[src/rtl/cnv_pkg.sv]
package cnv_pkg;
  typedef enum logic [1:0] {
    ST_IDLE    = 2'd0,
    ST_LOW     = 2'd1,
    ST_WAIT_HI = 2'd2,
    ST_WAIT_LO = 2'd3
  } start_st_t;
endpackage

[src/rtl/cnv_sync.sv]
module cnv_sync #(
  parameter int         W       = 1,
  parameter int         STAGES  = 2,
  parameter logic [W-1:0] RST_VAL = '0
) (
  input  logic         clk,
  input  logic         rst,
  input  logic [W-1:0] d,
  output logic [W-1:0] q
);
  logic [STAGES-1:0][W-1:0] chain;

  generate
    for (genvar s = 0; s < STAGES; s++) begin : g_stage
      if (s == 0) begin : g_first
        always_ff @(posedge clk) begin
          if (rst) chain[s] <= RST_VAL;
          else     chain[s] <= d;
        end
      end else begin : g_next
        always_ff @(posedge clk) begin
          if (rst) chain[s] <= RST_VAL;
          else     chain[s] <= chain[s-1];
        end
      end
    end
  endgenerate

  assign q = chain[STAGES-1];
endmodule

[src/rtl/cnv_start_timer.sv]
module cnv_start_timer
  import cnv_pkg::*;
#(
  parameter int PULSE_CYC = 13,
  parameter int GUARD_CYC = 42
) (
  input  logic clk,
  input  logic rst,
  input  logic start_req,
  input  logic busy_s,
  output logic conv_start_n
);
  localparam int PCW = $clog2(PULSE_CYC + 1);
  localparam int GCW = $clog2(GUARD_CYC + 1);

  start_st_t      st;
  logic [PCW-1:0] pcnt;
  logic [GCW-1:0] gcnt;

  always_ff @(posedge clk) begin
    if (rst) begin
      st           <= ST_IDLE;
      pcnt         <= '0;
      gcnt         <= '0;
      conv_start_n <= 1'b1;
    end else begin
      unique case (st)
        ST_IDLE: begin
          if (gcnt != '0) begin
            gcnt <= gcnt - 1'b1;
          end else if (start_req) begin
            conv_start_n <= 1'b0;
            pcnt         <= PCW'(PULSE_CYC - 1);
            st           <= ST_LOW;
          end
        end
        ST_LOW: begin
          if (pcnt == '0) begin
            conv_start_n <= 1'b1;
            st           <= ST_WAIT_HI;
          end else begin
            pcnt <= pcnt - 1'b1;
          end
        end
        ST_WAIT_HI: if (busy_s) st <= ST_WAIT_LO;
        ST_WAIT_LO: begin
          if (!busy_s) begin
            st   <= ST_IDLE;
            gcnt <= GCW'(GUARD_CYC);
          end
        end
        default: st <= ST_IDLE;
      endcase
    end
  end

  // no start edge while the acquisition guard is counting
  a_r3_guard_quiet: assert property (@(posedge clk) disable iff (rst)
    (st == ST_IDLE && gcnt != '0) |=> conv_start_n);

  // no start edge while waiting for the conversion to finish
  a_r3_busy_quiet: assert property (@(posedge clk) disable iff (rst)
    (st == ST_WAIT_HI || st == ST_WAIT_LO) |=> conv_start_n);

  generate
    if (PULSE_CYC > 1) begin : g_pulse_chk
      // a start pulse is never a single cycle when more are required
      a_r2_pulse_hold: assert property (@(posedge clk) disable iff (rst)
        $fell(conv_start_n) |=> !conv_start_n);
    end
  endgenerate
endmodule

[src/rtl/cnv_frame_engine.sv]
module cnv_frame_engine #(
  parameter int W = 16
) (
  input  logic         clk,
  input  logic         rst,
  input  logic         frame_n_s,
  input  logic         ser_clk_s,
  input  logic         ser_in_s,
  input  logic         cmd_valid,
  input  logic [W-1:0] cmd_data,
  output logic         cmd_ready,
  output logic         res_valid,
  output logic [W-1:0] res_data,
  output logic         frame_err,
  output logic         ser_out
);
  localparam int CW = $clog2(W + 1);

  logic          fr_q, ck_q, in_frame, overrun, pend_v;
  logic [CW-1:0] cnt;
  logic [W-1:0]  rx_sh, tx_sh, pend;

  wire fr_fall = fr_q & ~frame_n_s;
  wire fr_rise = ~fr_q & frame_n_s;
  wire ck_rise = ~ck_q & ser_clk_s;
  wire ck_fall = ck_q & ~ser_clk_s;
  wire accept  = cmd_valid & ~pend_v;

  always_ff @(posedge clk) begin
    if (rst) begin
      fr_q <= 1'b1;
      ck_q <= 1'b0;
    end else begin
      fr_q <= frame_n_s;
      ck_q <= ser_clk_s;
    end
  end

  always_ff @(posedge clk) begin
    if (rst) begin
      pend_v <= 1'b0;
      pend   <= '0;
    end else begin
      if (fr_fall) pend_v <= 1'b0;
      if (accept) begin
        pend_v <= 1'b1;
        pend   <= cmd_data;
      end
    end
  end

  always_ff @(posedge clk) begin
    if (rst) begin
      in_frame  <= 1'b0;
      overrun   <= 1'b0;
      cnt       <= '0;
      rx_sh     <= '0;
      tx_sh     <= '0;
      res_valid <= 1'b0;
      res_data  <= '0;
      frame_err <= 1'b0;
    end else begin
      res_valid <= 1'b0;
      frame_err <= 1'b0;
      if (fr_fall) begin
        in_frame <= 1'b1;
        overrun  <= 1'b0;
        cnt      <= '0;
        tx_sh    <= pend_v ? pend : '0;
      end else if (in_frame) begin
        if (fr_rise) begin
          in_frame <= 1'b0;
          tx_sh    <= '0;
          if (overrun || cnt != CW'(W)) begin
            frame_err <= 1'b1;
          end else begin
            res_valid <= 1'b1;
            res_data  <= rx_sh;
          end
        end else begin
          if (ck_fall) begin
            if (cnt == CW'(W)) overrun <= 1'b1;
            else begin
              rx_sh <= {rx_sh[W-2:0], ser_in_s};
              cnt   <= cnt + 1'b1;
            end
          end
          if (ck_rise) tx_sh <= {tx_sh[W-2:0], 1'b0};
        end
      end
    end
  end

  assign cmd_ready = ~pend_v;
  assign ser_out   = tx_sh[W-1];

  // a result strobe never lasts two cycles
  a_r4_single_strobe: assert property (@(posedge clk) disable iff (rst)
    res_valid |=> !res_valid);
  // a frame ends either good or bad, never both
  a_r7_exclusive: assert property (@(posedge clk) disable iff (rst)
    !(res_valid && frame_err));
  // the bit counter never passes the word width
  a_r7_cnt_bound: assert property (@(posedge clk) disable iff (rst)
    cnt <= CW'(W));
  // serial output idles low between frames
  a_r8_idle_low: assert property (@(posedge clk) disable iff (rst)
    !in_frame |-> !ser_out);
  // a held command stays intact until a frame takes it
  a_r6_slot_hold: assert property (@(posedge clk) disable iff (rst)
    (pend_v && !fr_fall) |=> $stable(pend));
endmodule

[src/rtl/cnv_host_ctrl.sv]
module cnv_host_ctrl #(
  parameter int W           = 16,
  parameter int PULSE_CYC   = 13,
  parameter int GUARD_CYC   = 42,
  parameter int SYNC_STAGES = 2
) (
  input  logic         clk,
  input  logic         rst,
  input  logic         start_req,
  input  logic         cmd_valid,
  input  logic [W-1:0] cmd_data,
  output logic         cmd_ready,
  output logic         res_valid,
  output logic [W-1:0] res_data,
  output logic         frame_err,
  output logic         conv_start_n,
  input  logic         busy,
  input  logic         frame_n,
  input  logic         ser_clk,
  input  logic         ser_in,
  output logic         ser_out
);
  localparam int NSYNC = 4;

  logic [NSYNC-1:0] raw_in, synced;

  assign raw_in = {busy, frame_n, ser_clk, ser_in};

  cnv_sync #(
    .W(NSYNC), .STAGES(SYNC_STAGES), .RST_VAL(4'b0100)
  ) u_sync (
    .clk(clk), .rst(rst), .d(raw_in), .q(synced)
  );

  cnv_start_timer #(
    .PULSE_CYC(PULSE_CYC), .GUARD_CYC(GUARD_CYC)
  ) u_timer (
    .clk(clk), .rst(rst), .start_req(start_req),
    .busy_s(synced[3]), .conv_start_n(conv_start_n)
  );

  cnv_frame_engine #(.W(W)) u_frame (
    .clk(clk), .rst(rst),
    .frame_n_s(synced[2]), .ser_clk_s(synced[1]), .ser_in_s(synced[0]),
    .cmd_valid(cmd_valid), .cmd_data(cmd_data), .cmd_ready(cmd_ready),
    .res_valid(res_valid), .res_data(res_data), .frame_err(frame_err),
    .ser_out(ser_out)
  );
endmodule

[config.mk]
export PLATFORM = sky130hd
export DESIGN_NAME = cnv_host_ctrl
export DESIGN_NICKNAME = d
export VERILOG_FILES = /design/src/rtl/cnv_pkg.sv /design/src/rtl/cnv_sync.sv /design/src/rtl/cnv_start_timer.sv /design/src/rtl/cnv_frame_engine.sv /design/src/rtl/cnv_host_ctrl.sv
export SDC_FILE = /design/constraint.sdc
export NUM_CORES = 1
export LEC_CHECK = 0
export ABC_AREA = 1
export BUFFER_PORTS_ARGS = -buffer_cell sky130_fd_sc_hd__buf_2
export CORE_MARGIN = 3
export CORE_UTILIZATION = 50
export DETAILED_ROUTE_END_ITERATION = 10
export PLACE_DENSITY = 0.68
export SYNTH_ARGS = -nofsm -noshare
export SYNTH_HDL_FRONTEND = slang
export SYNTH_SLANG_ARGS = --single-unit
[constraint.sdc]
create_clock -name clk -period 1.73 [get_ports clk]
set_clock_uncertainty 0.2 [all_clocks]
set_input_delay 0.0865 -clock clk [delete_from_list [all_inputs] [get_ports clk]]
set_output_delay 0.0865 -clock clk [all_outputs]
set_load 0.01 [all_outputs]
**Word-level counts from Yosys, hierarchy flattened**

Cells that the tools add are included.

- Flip-flop bits (word level): 97
- Input port bits: 24
- Output and inout port bits: 21
- Logic and storage cells: 97

- Add/subtract/negate cells: 3
- Eq/ne operators: 12
- Muxes and demuxes: 29
- Bitwise gates (word level): 15
- Reduce and logical (&&, ||, !) cells: 20

Operators by type and width:

| kind | count |
|---|---|
| 16-bit two-way mux | 5 |
| 4-bit AND reduction | 5 |
| 4-bit two-way mux | 3 |
| 6-bit two-way mux | 2 |
| 6-bit one-hot mux with 2 select lines | 1 |
| 1-bit two-way mux | 10 |
| 2-bit two-way mux | 5 |
| 2-bit inequality test, second input constant | 5 |
| 1-bit inverter | 10 |
| 5-bit AND reduction | 2 |
| 2-bit one-hot mux with 4 select lines | 1 |
| 4-bit one-hot mux with 2 select lines | 1 |
| 2-bit nonzero test | 4 |
| 6-bit nonzero test | 1 |
| 6-bit by 1-bit subtractor with 6-bit output, second input constant | 1 |
| 5-bit by 1-bit adder with 5-bit output, second input constant | 1 |
| 1-bit AND | 5 |
| 5-bit equality test, second input constant | 1 |
| 5-bit inequality test, second input constant | 1 |
| 2-bit equality test, second input constant | 2 |
| 4-bit zero test | 1 |
| 2-bit by 1-bit inequality test with 1-bit output, second input constant | 2 |
| 4-bit OR reduction | 1 |
| 4-bit by 1-bit subtractor with 4-bit output, second input constant | 1 |
| other kinds (8) | 8 |

**Longest topological paths before layout**

Gate-level depths: netlist (run 1).

- Word-level depth: 6
- Depth in mapped cells: 10

**Hierarchy**

From an unflattened synthesis (run 1), not the netlist that was laid out.

- Cell total of the unflattened synthesis: 647
- Area, all modules: 4543.1 um^2

Modules (own cells, without submodules):

| module | instances | cells an instance | area an instance (um^2) | seq. area each (um^2) |
|---|---|---|---|---|
| cnv_frame_engine | 1 | 494 | 3453.3 | 1521.5 |
| cnv_start_timer | 1 | 124 | 835.8 | 260.2 |
| cnv_sync | 1 | 29 | 254.0 | 160.2 |

**Worst setup path before layout (run 1)**

Ideal clock, no wire load.

- Kind: reg2reg
- Start point: register u_timer.st[0]
- End point: register u_timer.conv_start_n
- Arrival time: 1.200 ns
- Setup slack: 0.199 ns
- Stages on the path, launching flop included: 9
- Buffers on the path: 0
- Path through: dfxtp_1 inv_1 ha_1 nand2_1 o21ai_1 a21oi_2 nand2_1 nand2_1 nand3_1

- Cells in the longest elaborated chain, start to end: 3

RTL lines:

| what | line | RTL |
|---|---|---|
| start: declaration | cnv_start_timer.sv:16 | `start_st_t st;` |
| start signal: assignment | cnv_start_timer.sv:22 | `st <= ST_IDLE;` |
| start signal: assignment | cnv_start_timer.sv:34 | `st <= ST_LOW;` |
| start signal: assignment | cnv_start_timer.sv:40 | `st <= ST_WAIT_HI;` |
| 2-bit by 1-bit equality test with 1-bit output / 2-bit zero test (equally long branches) | cnv_start_timer.sv:27 | `unique case (st)` |
| 2-bit by 1-bit inequality test with 1-bit output (no source line) (tied with other cells) | n/a |  |
| 4-bit AND reduction (no source line) | n/a |  |
| end signal: assignment | cnv_start_timer.sv:25 | `conv_start_n <= 1'b1;` |
| end signal: assignment | cnv_start_timer.sv:32 | `conv_start_n <= 1'b0;` |
| end signal: assignment | cnv_start_timer.sv:39 | `conv_start_n <= 1'b1;` |
| end: declaration | cnv_start_timer.sv:11 | `output logic conv_start_n` |

Parallel ways exist; a longest one is shown, timed or not.
A chain may end at the register's enable or synchronous reset.

**Worst setup path after layout (run 1)**

- Start point: input rst
- End point: register u_sync.chain[2] (netlist name)

RTL lines:

| what | line | RTL |
|---|---|---|
| start: declaration | cnv_host_ctrl.sv:8 | `input logic rst,` |
| end signal: indexed assignment | cnv_sync.sv:17 | `if (rst) chain[s] <= RST_VAL;` |
| end signal: indexed assignment | cnv_sync.sv:18 | `else chain[s] <= d;` |
| end: declaration | cnv_sync.sv:11 | `logic [STAGES-1:0][W-1:0] chain;` |

No word-level cell between the ends.

==> results.py, run 1 <==
metrics = {
    "power": {
        "switching_share_pct": 33.7,
        "total_switching_power_uw": 1830,
        "vdd.ir_drop.worst_uv": 490,
        "pwr-share-comb_pct": 29.0,
        "p_leak_uw": 0.00208,
        "power.total_uw": 5420,
        "share_seq_of_total_power_pct": 47.0,
        "powerDensity_nw_per_um2": 1120,
        "power.clock.fraction_pct": 24.0,
        "power.internal_uw": 3600,
    },
    "sta": {
        "setup_violators_final": 0,
        "max_slew.worst_pin.slew_ns": 0.572,
        "slew_viol_final": 0,
        "hold_slack_ns": 0.0362,
        "slew_headroom_pct": 61.9,
        "fmaxAchievable_ghz": 0.611,
        "period_share_pct": 94.6,
        "grt_setup_unrepaired": "true",
        "final.setup.worst_slack_ns": 0.0935,
        "final_period_minus_worst_setup_slack_ns": 1.64,
        "timing.final.hold_violations": 0,
    },
    "cts": {
        "tritoncts.num_buffers": 9,
        "clk_path_buf_depth": 2,
        "clock_insertion_delay_worst_skew_ns": 0.35,
        "clock-root-buffer": "sky130_fd_sc_hd__clkbuf_8",
        "numClockSinks": 97,
        "h_tree_depth": 3,
        "tritoncts": "built",
        "cts_setup_buffers": 0,
        "clk_transition_reported_paths_ns": 0.09,
    },
    "setup_path": {
        "worst-path-max-fanout": 12,
        "setup.worst_path.class": "primary input to flop",
        "worstPathArrival_ns": 1.68,
        "cp-end-kind": "flop",
        "data_required_time_at_the_worst_endpoint_ns": 1.78,
        "worstSetupStartpointType": "primary input",
    },
    "grt": {
        "antenna_found_initial": 0,
        "grt_start_max_net_pins": 42,
        "via_count_of_the_first_global_routing_pass": 3261,
        "grt_util_all_layers_pct": 18.6,
        "grt_pass1_wl_um": 13900,
        "global_route.overflow_total": 0,
    },
    "yosys": {
        "post_synth_inst_count": 540,
        "syn_avg_cell_area_um2": 7.59,
        "syn-cell-area_um2": 4100,
        "flop_and_latch_count_out_of_synthesis": 97,
        "post-synth-top-area-fraction_pct": 47.4,
        "netlist.top_cell.by_area": "sky130_fd_sc_hd__dfxtp_1",
        "ys_dominant_reg_cell": "sky130_fd_sc_hd__dfxtp_1",
        "number_of_enable_type_register_cells_in_the_synthesized_netlist": 0,
        "yosysMostFrequentCell": "sky130_fd_sc_hd__dfxtp_1",
        "synth_top_cells_by_count": "97 x sky130_fd_sc_hd__dfxtp_1, 96 x sky130_fd_sc_hd__nor2_1, 62 x sky130_fd_sc_hd__nand2_1",
        "postSynthNetCount": 574,
        "synth.distinct_cells": 32,
        "yosys_warnings": 0,
        "synthTopCellsByArea": "sky130_fd_sc_hd__dfxtp_1 47%, sky130_fd_sc_hd__nor2_1 8.8%, sky130_fd_sc_hd__nand3_1 6.5%",
        "asyncSetResetFlopFracSynth_pct": 0,
        "synth_sequential_area_ratio_pct": 47.4,
    },
    "floorplan": {
        "die_x_um": 96.5,
        "design.core.area_um2": 7850,
        "floorplan.initialDensity_pct": 52.2,
        "core.rowCount": 32,
        "die_area_um2": 9320,
        "die_y_um": 96.5,
        "io-pin-count": 45,
    },
    "drt": {
        "top_signal_layer_used": "met4",
        "drc_errors": 0,
        "ant_nets": 0,
        "detailroute.wirelength.met3_um": 400,
        "drt_first_pass_iters": 4,
        "dr_total_vias": 3573,
        "met2_length_um": 3830,
        "met1Wirelength_um": 3880,
        "wl_per_cell_um": 11.6,
        "drt_iter0_drc": 74,
        "drt_wl_total_um": 8260,
        "route.detailed.vias_per_inst": 5.01,
    },
    "placed_design": {
        "finalWeightedCongestion": 0.849,
        "placedInstanceArea_um2": 4400,
        "dpl_worst_slack_ns": 0.0397,
        "dp.final_hpwl_um": 5530,
        "place.port_buffers": 44,
    },
    "layout": {
        "antenna_cell_count": 0,
        "areaGrowthSynthToFinish_pct": 18.6,
        "finalNetCount": 641,
        "fraction_of_final_layout_cells_with_drive_strength_greater_than_1_pct": 16.9,
        "post-route-cell-area_um2": 4860,
    },
    "worst_hold_path": {
        "hp-class": "primary input to flop",
    },
    "run": {
        "cap_viol_max_count": 0,
    },
    "status": {
        "run_status": "completed",
    },
}
==> worst max-delay path, stage by stage <==
cell	delay [ns]
sky130_fd_sc_hd__dlygate4sd3_1	0.53
sky130_fd_sc_hd__buf_2	0.21
sky130_fd_sc_hd__or2_2	0.31
sky130_fd_sc_hd__dlygate4sd3_1	0.55
==> power groups by stage <==
stage	logic, µW	clock network (µW)	registers (µW)
after global placement	1410	0	2580
after CTS	1500	1350	2540
after floorplan	1130	0	2570
final	1570	1300	2550
after detailed placement	1460	0	2590
after global routing	1830	1420	2570
==> per-layer routing <==
metal  up-vias  GRT usage (%)
met3        14           4.03
met5         -              0
met2        75           31.8
li1       1882              -
met4         0           7.24
met1      1602           22.7
==> area by class of cell <==
class	instances	area, µm²
fill	703	2990
clock inverter	4	30.0
inverter	56	220
multi-input combinational	364	1850
clock buffer	11	141
timing repair buffer	79	543
tap	102	128
sequential	97	1940
==> stage by stage <==
step                      cells  util [%]  setup TNS, ns
after floorplan             540         -              0
after global placement      674      56.1              0
after detailed placement    674      56.1              0
after CTS                   713      61.3              0
after global routing        713      61.9        -0.0980
final                       713      61.9              0
==> state kept, by name, summed over array words and instances (netlist names) <==
signal and cells:
u_frame.res_valid 1, u_frame.rx_sh 16, u_timer.st 2, u_frame.pend 16
u_sync.chain 4, u_frame.ck_q 1, u_timer.conv_start_n 1, u_sync.q 4
u_frame.tx_sh 16, u_frame.pend_v 1, u_frame.cnt 5, u_frame.in_frame 1
u_frame.overrun 1, u_timer.pcnt 4, u_frame.res_data 16, u_frame.frame_err 1
u_frame.fr_q 1, u_timer.gcnt 6
==> logic make-up (layout without fill, tap and decap cells) <==
group | Yosys count | after routing | share of synthesized area [%]
compound gates | 118 | 118 | 14.6
xor+xnor | 3 | 3 | 0.642
fa+ha+maj | 10 | 10 | 3.05
buf+inv | 79 | 150 | 8.43
flops | 97 | 97 | 47.4
simple gates | 233 | 233 | 25.8
==> what timing repair did <==
item,4_1_cts,5_1_grt
endpoints found under the setup margin,0,29
endpoints found under the hold margin,26,0
hold buffers,24,0
gates resized for setup,0,13
==> path summary, 6_finish.rpt <==
check	start	slack, ns	endpoint	cells after the start
hold reg to reg	u_sync.chain[0]	0.21	u_sync.q[0]	2
hold / removal	start_req	0.04	u_timer.pcnt[1]	7
setup / recovery	rst	0.09	u_sync.chain[2]	4
setup reg to reg	u_timer.st[1]	0.10	u_timer.st[1]	9
==> cells in the final DEF, fill, tap and decap left out, types with 5 or more instances in the layout <==
master,count
sky130_fd_sc_hd__a21oi_1,49
sky130_fd_sc_hd__buf_2,44
sky130_fd_sc_hd__buf_4,11
sky130_fd_sc_hd__clkbuf_8,10
sky130_fd_sc_hd__dfxtp_1,96
sky130_fd_sc_hd__dlygate4sd3_1,24
sky130_fd_sc_hd__ha_1,7
sky130_fd_sc_hd__inv_1,50
sky130_fd_sc_hd__nand2_1,61
sky130_fd_sc_hd__nand3_1,51
sky130_fd_sc_hd__nor2_1,95
sky130_fd_sc_hd__nor2_2,5
sky130_fd_sc_hd__o21ai_0,43
sky130_fd_sc_hd__o21ai_1,22
(Power assumes the default switching activity.)
==> run 2: changes to the inputs <==
CTS_CLUSTER_SIZE = 40   (was default)
PLACE_DENSITY = 0.7   (was 0.68)
clock period = 1.4 ns   (was 1.73 ns; I/O delays follow)
==> run 2 against run 1 <==
Non-clock buffer count increased by 40. Worst hold slack improved by 0.011 ns. Combinational power increased by 110%. Critical endpoint is now u_timer.st[1]. Worst setup slack got worse by 0.21 ns. The run now ends with setup timing left. Sequential share of layout area decreased by 7.3 points. Count of clock-buffer cells in the layout decreased by 1. Largest power group is now combinational logic. Register-to-register slack got worse by 0.22 ns.
==> results.py, run 2 (same netlist as run 1, synthesis figures left out) <==
metrics = {
    "status": {
        "run_status": "finished, violations left",
        "violations": "setup timing",
    },
    "cts": {
        "h_tree_depth": 3,
        "clock-root-buffer": "sky130_fd_sc_hd__clkbuf_8",
        "clock_insertion_delay_worst_skew_ns": 0.37,
        "tritoncts.num_buffers": 9,
        "numClockSinks": 97,
        "clk_transition_reported_paths_ns": 0.09,
        "clk_path_buf_depth": 2,
        "tritoncts": "built",
    },
    "grt": {
        "grt_start_max_net_pins": 55,
        "antenna_found_initial": 0,
        "global_route.overflow_total": 0,
        "grt_util_all_layers_pct": 22.5,
        "grt_pass1_wl_um": 16600,
        "via_count_of_the_first_global_routing_pass": 3618,
    },
    "layout": {
        "post-route-cell-area_um2": 6010,
        "finalNetCount": 690,
        "mostFrequentLayoutCell": "sky130_fd_sc_hd__dfxtp_1",
        "most_used_cells_in_the_layout_excluding_fill_and_tap_cells": "84 x sky130_fd_sc_hd__dfxtp_1, 78 x sky130_fd_sc_hd__nor2_1, 44 x sky130_fd_sc_hd__nand3_1, 43 x sky130_fd_sc_hd__nand2_1, 43 x sky130_fd_sc_hd__buf_2",
        "fillerInstances": 513,
        "areaGrowthSynthToFinish_pct": 46.6,
        "antenna_cell_count": 0,
        "fraction_of_final_layout_cells_with_drive_strength_greater_than_1_pct": 40.4,
    },
    "setup_path": {
        "worst-path-max-fanout": 3,
        "setup.worst_path.class": "flop to flop",
        "worstPathArrival_ns": 1.58,
        "worstSetupStartpointType": "flop",
        "data_required_time_at_the_worst_endpoint_ns": 1.46,
        "slowest_stage": "sky130_fd_sc_hd__dfxtp_2",
        "cp_slowest_stage_delay_ns": 0.34,
        "critical_path.cell_chain": "inv_2 > ha_4 > inv_2 > nor2_4 > a21oi_4 > nor2_4 > nand2_2 > nor2_1 > nor2_1",
        "cp-end-kind": "flop",
        "setup_slack_on_the_worst_flop_to_flop_path_ns": -0.12,
    },
    "placed_design": {
        "dpl_worst_slack_ns": -0.118,
        "dp.final_hpwl_um": 5730,
        "finalWeightedCongestion": 0.806,
        "place.port_buffers": 44,
        "placedInstanceArea_um2": 4680,
    },
    "drt": {
        "drt_wl_total_um": 10700,
        "drt_first_pass_iters": 4,
        "wl_per_cell_um": 14.0,
        "drc_errors": 0,
        "drt_iter0_drc": 179,
        "dr_total_vias": 3965,
        "ant_nets": 0,
        "route.detailed.vias_per_inst": 5.20,
    },
    "sta": {
        "period_share_pct": 109,
        "fmaxAchievable_ghz": 0.658,
        "grt_setup_unrepaired": "true",
        "slew_viol_final": 0,
        "slew_headroom_pct": 76.9,
        "final_period_minus_worst_setup_slack_ns": 1.52,
        "setup_violators_final": 66,
        "final.setup.worst_slack_ns": -0.120,
        "max_slew.worst_pin.slew_ns": 0.347,
        "timing.final.hold_violations": 0,
    },
    "run": {
        "cap_viol_max_count": 0,
    },
    "floorplan": {
        "core.rowCount": 32,
        "floorplan.initialDensity_pct": 52.2,
        "die_y_um": 96.5,
        "design.core.area_um2": 7850,
        "io-pin-count": 45,
        "die_x_um": 96.5,
        "die_area_um2": 9320,
    },
    "power": {
        "vdd.ir_drop.worst_uv": 721,
        "p_leak_uw": 0.00251,
        "powerDensity_nw_per_um2": 1410,
    },
    "worst_hold_path": {
        "hp-class": "primary input to flop",
    },
}
-- run 2: cell count changes in the layout (fill, tap and decap cells not counted), sizes merged --
cell	change
clkinvlp	-1
bufinv	+1
buf	+40
inv	+6
nand2	+4
dlygate4sd3	-1
nand3	+1
-- run 2: cell type report --
type                            count  area [µm²]  share of cell area [%]
Clock buffer                       10         128                    2.12
Clock inverter                      6        72.6                    1.21
Inverter                           56         258                    4.29
Multi-Input combinational cell    369        2450                    40.8
Sequential cell                    97        1960                    32.7
Tap cell                          102         128                    2.12
Timing Repair Buffer              119         965                    16.1
Timing Repair inverter              4        42.5                   0.708
-- run 2: layer usage --
metal / global-route usage [%] / wire length (µm) / up-vias / share of wire (%)
met5: 0 / 0 / - / 0
met4: 6.78 / 211 / 0 / 2.0
met3: 3.64 / 492 / 19 / 4.6
met2: 39.0 / 5200 / 118 / 49
met1: 28.6 / 4750 / 1834 / 45
li1: - / - / 1994 / -
-- run 2: worst paths after layout --
check	startpoint	end	depth (start not counted)
min reg2reg	u_sync.chain[1]	u_sync.q[1]	2
max reg2reg	u_timer.pcnt[0]	u_timer.st[1]	9
max	u_timer.pcnt[0]	u_timer.st[1]	9
min	start_req	u_timer.pcnt[1]	7
-- run 2: critical path, delay by kind of cell (launching register included) --
family	cells	cell delay, ns
flip-flops	1	0.34
adder cells (fa/ha/maj)	1	0.14
AND/OR/NAND/NOR	5	0.54
buffers and inverters	2	0.13
AO/OA/AOI/OAI	1	0.08
-- run 2: timing repair --
item	in CTS	in global routing
endpoints found under the setup margin	66	76
buffers inserted	10	9
pin swaps	43	55
hold endpoints to repair	27	0
gates resized for setup	77	116
hold buffers	23	0
cloned	7	3
-- run 2: stage by stage --
stage | hold WS [ns] | util (%) | TNS [ns] | std cells | power [µW]
2_1_floorplan | -0.0262 | - | -0.502 | 540 | 4720
3_3_place_gp | 0.0552 | 59.6 | -2.23 | 696 | 5280
3_5_place_dp | 0.0568 | 59.6 | -4.38 | 696 | 5380
4_1_cts | 0.0422 | 70.5 | -1.65 | 752 | 7970
5_1_grt | 0.0861 | 76.5 | -9.41 | 763 | 8940
6_report | 0.0474 | 76.5 | -4.53 | 763 | 8470
-- run 2: where the power goes --
group	switching [µW]	leakage, µW	internal, µW
registers	201	0.000796	3010
clock network	1040	0.000104	857
logic	1900	0.00161	1470
total	3140	0.00251	5330
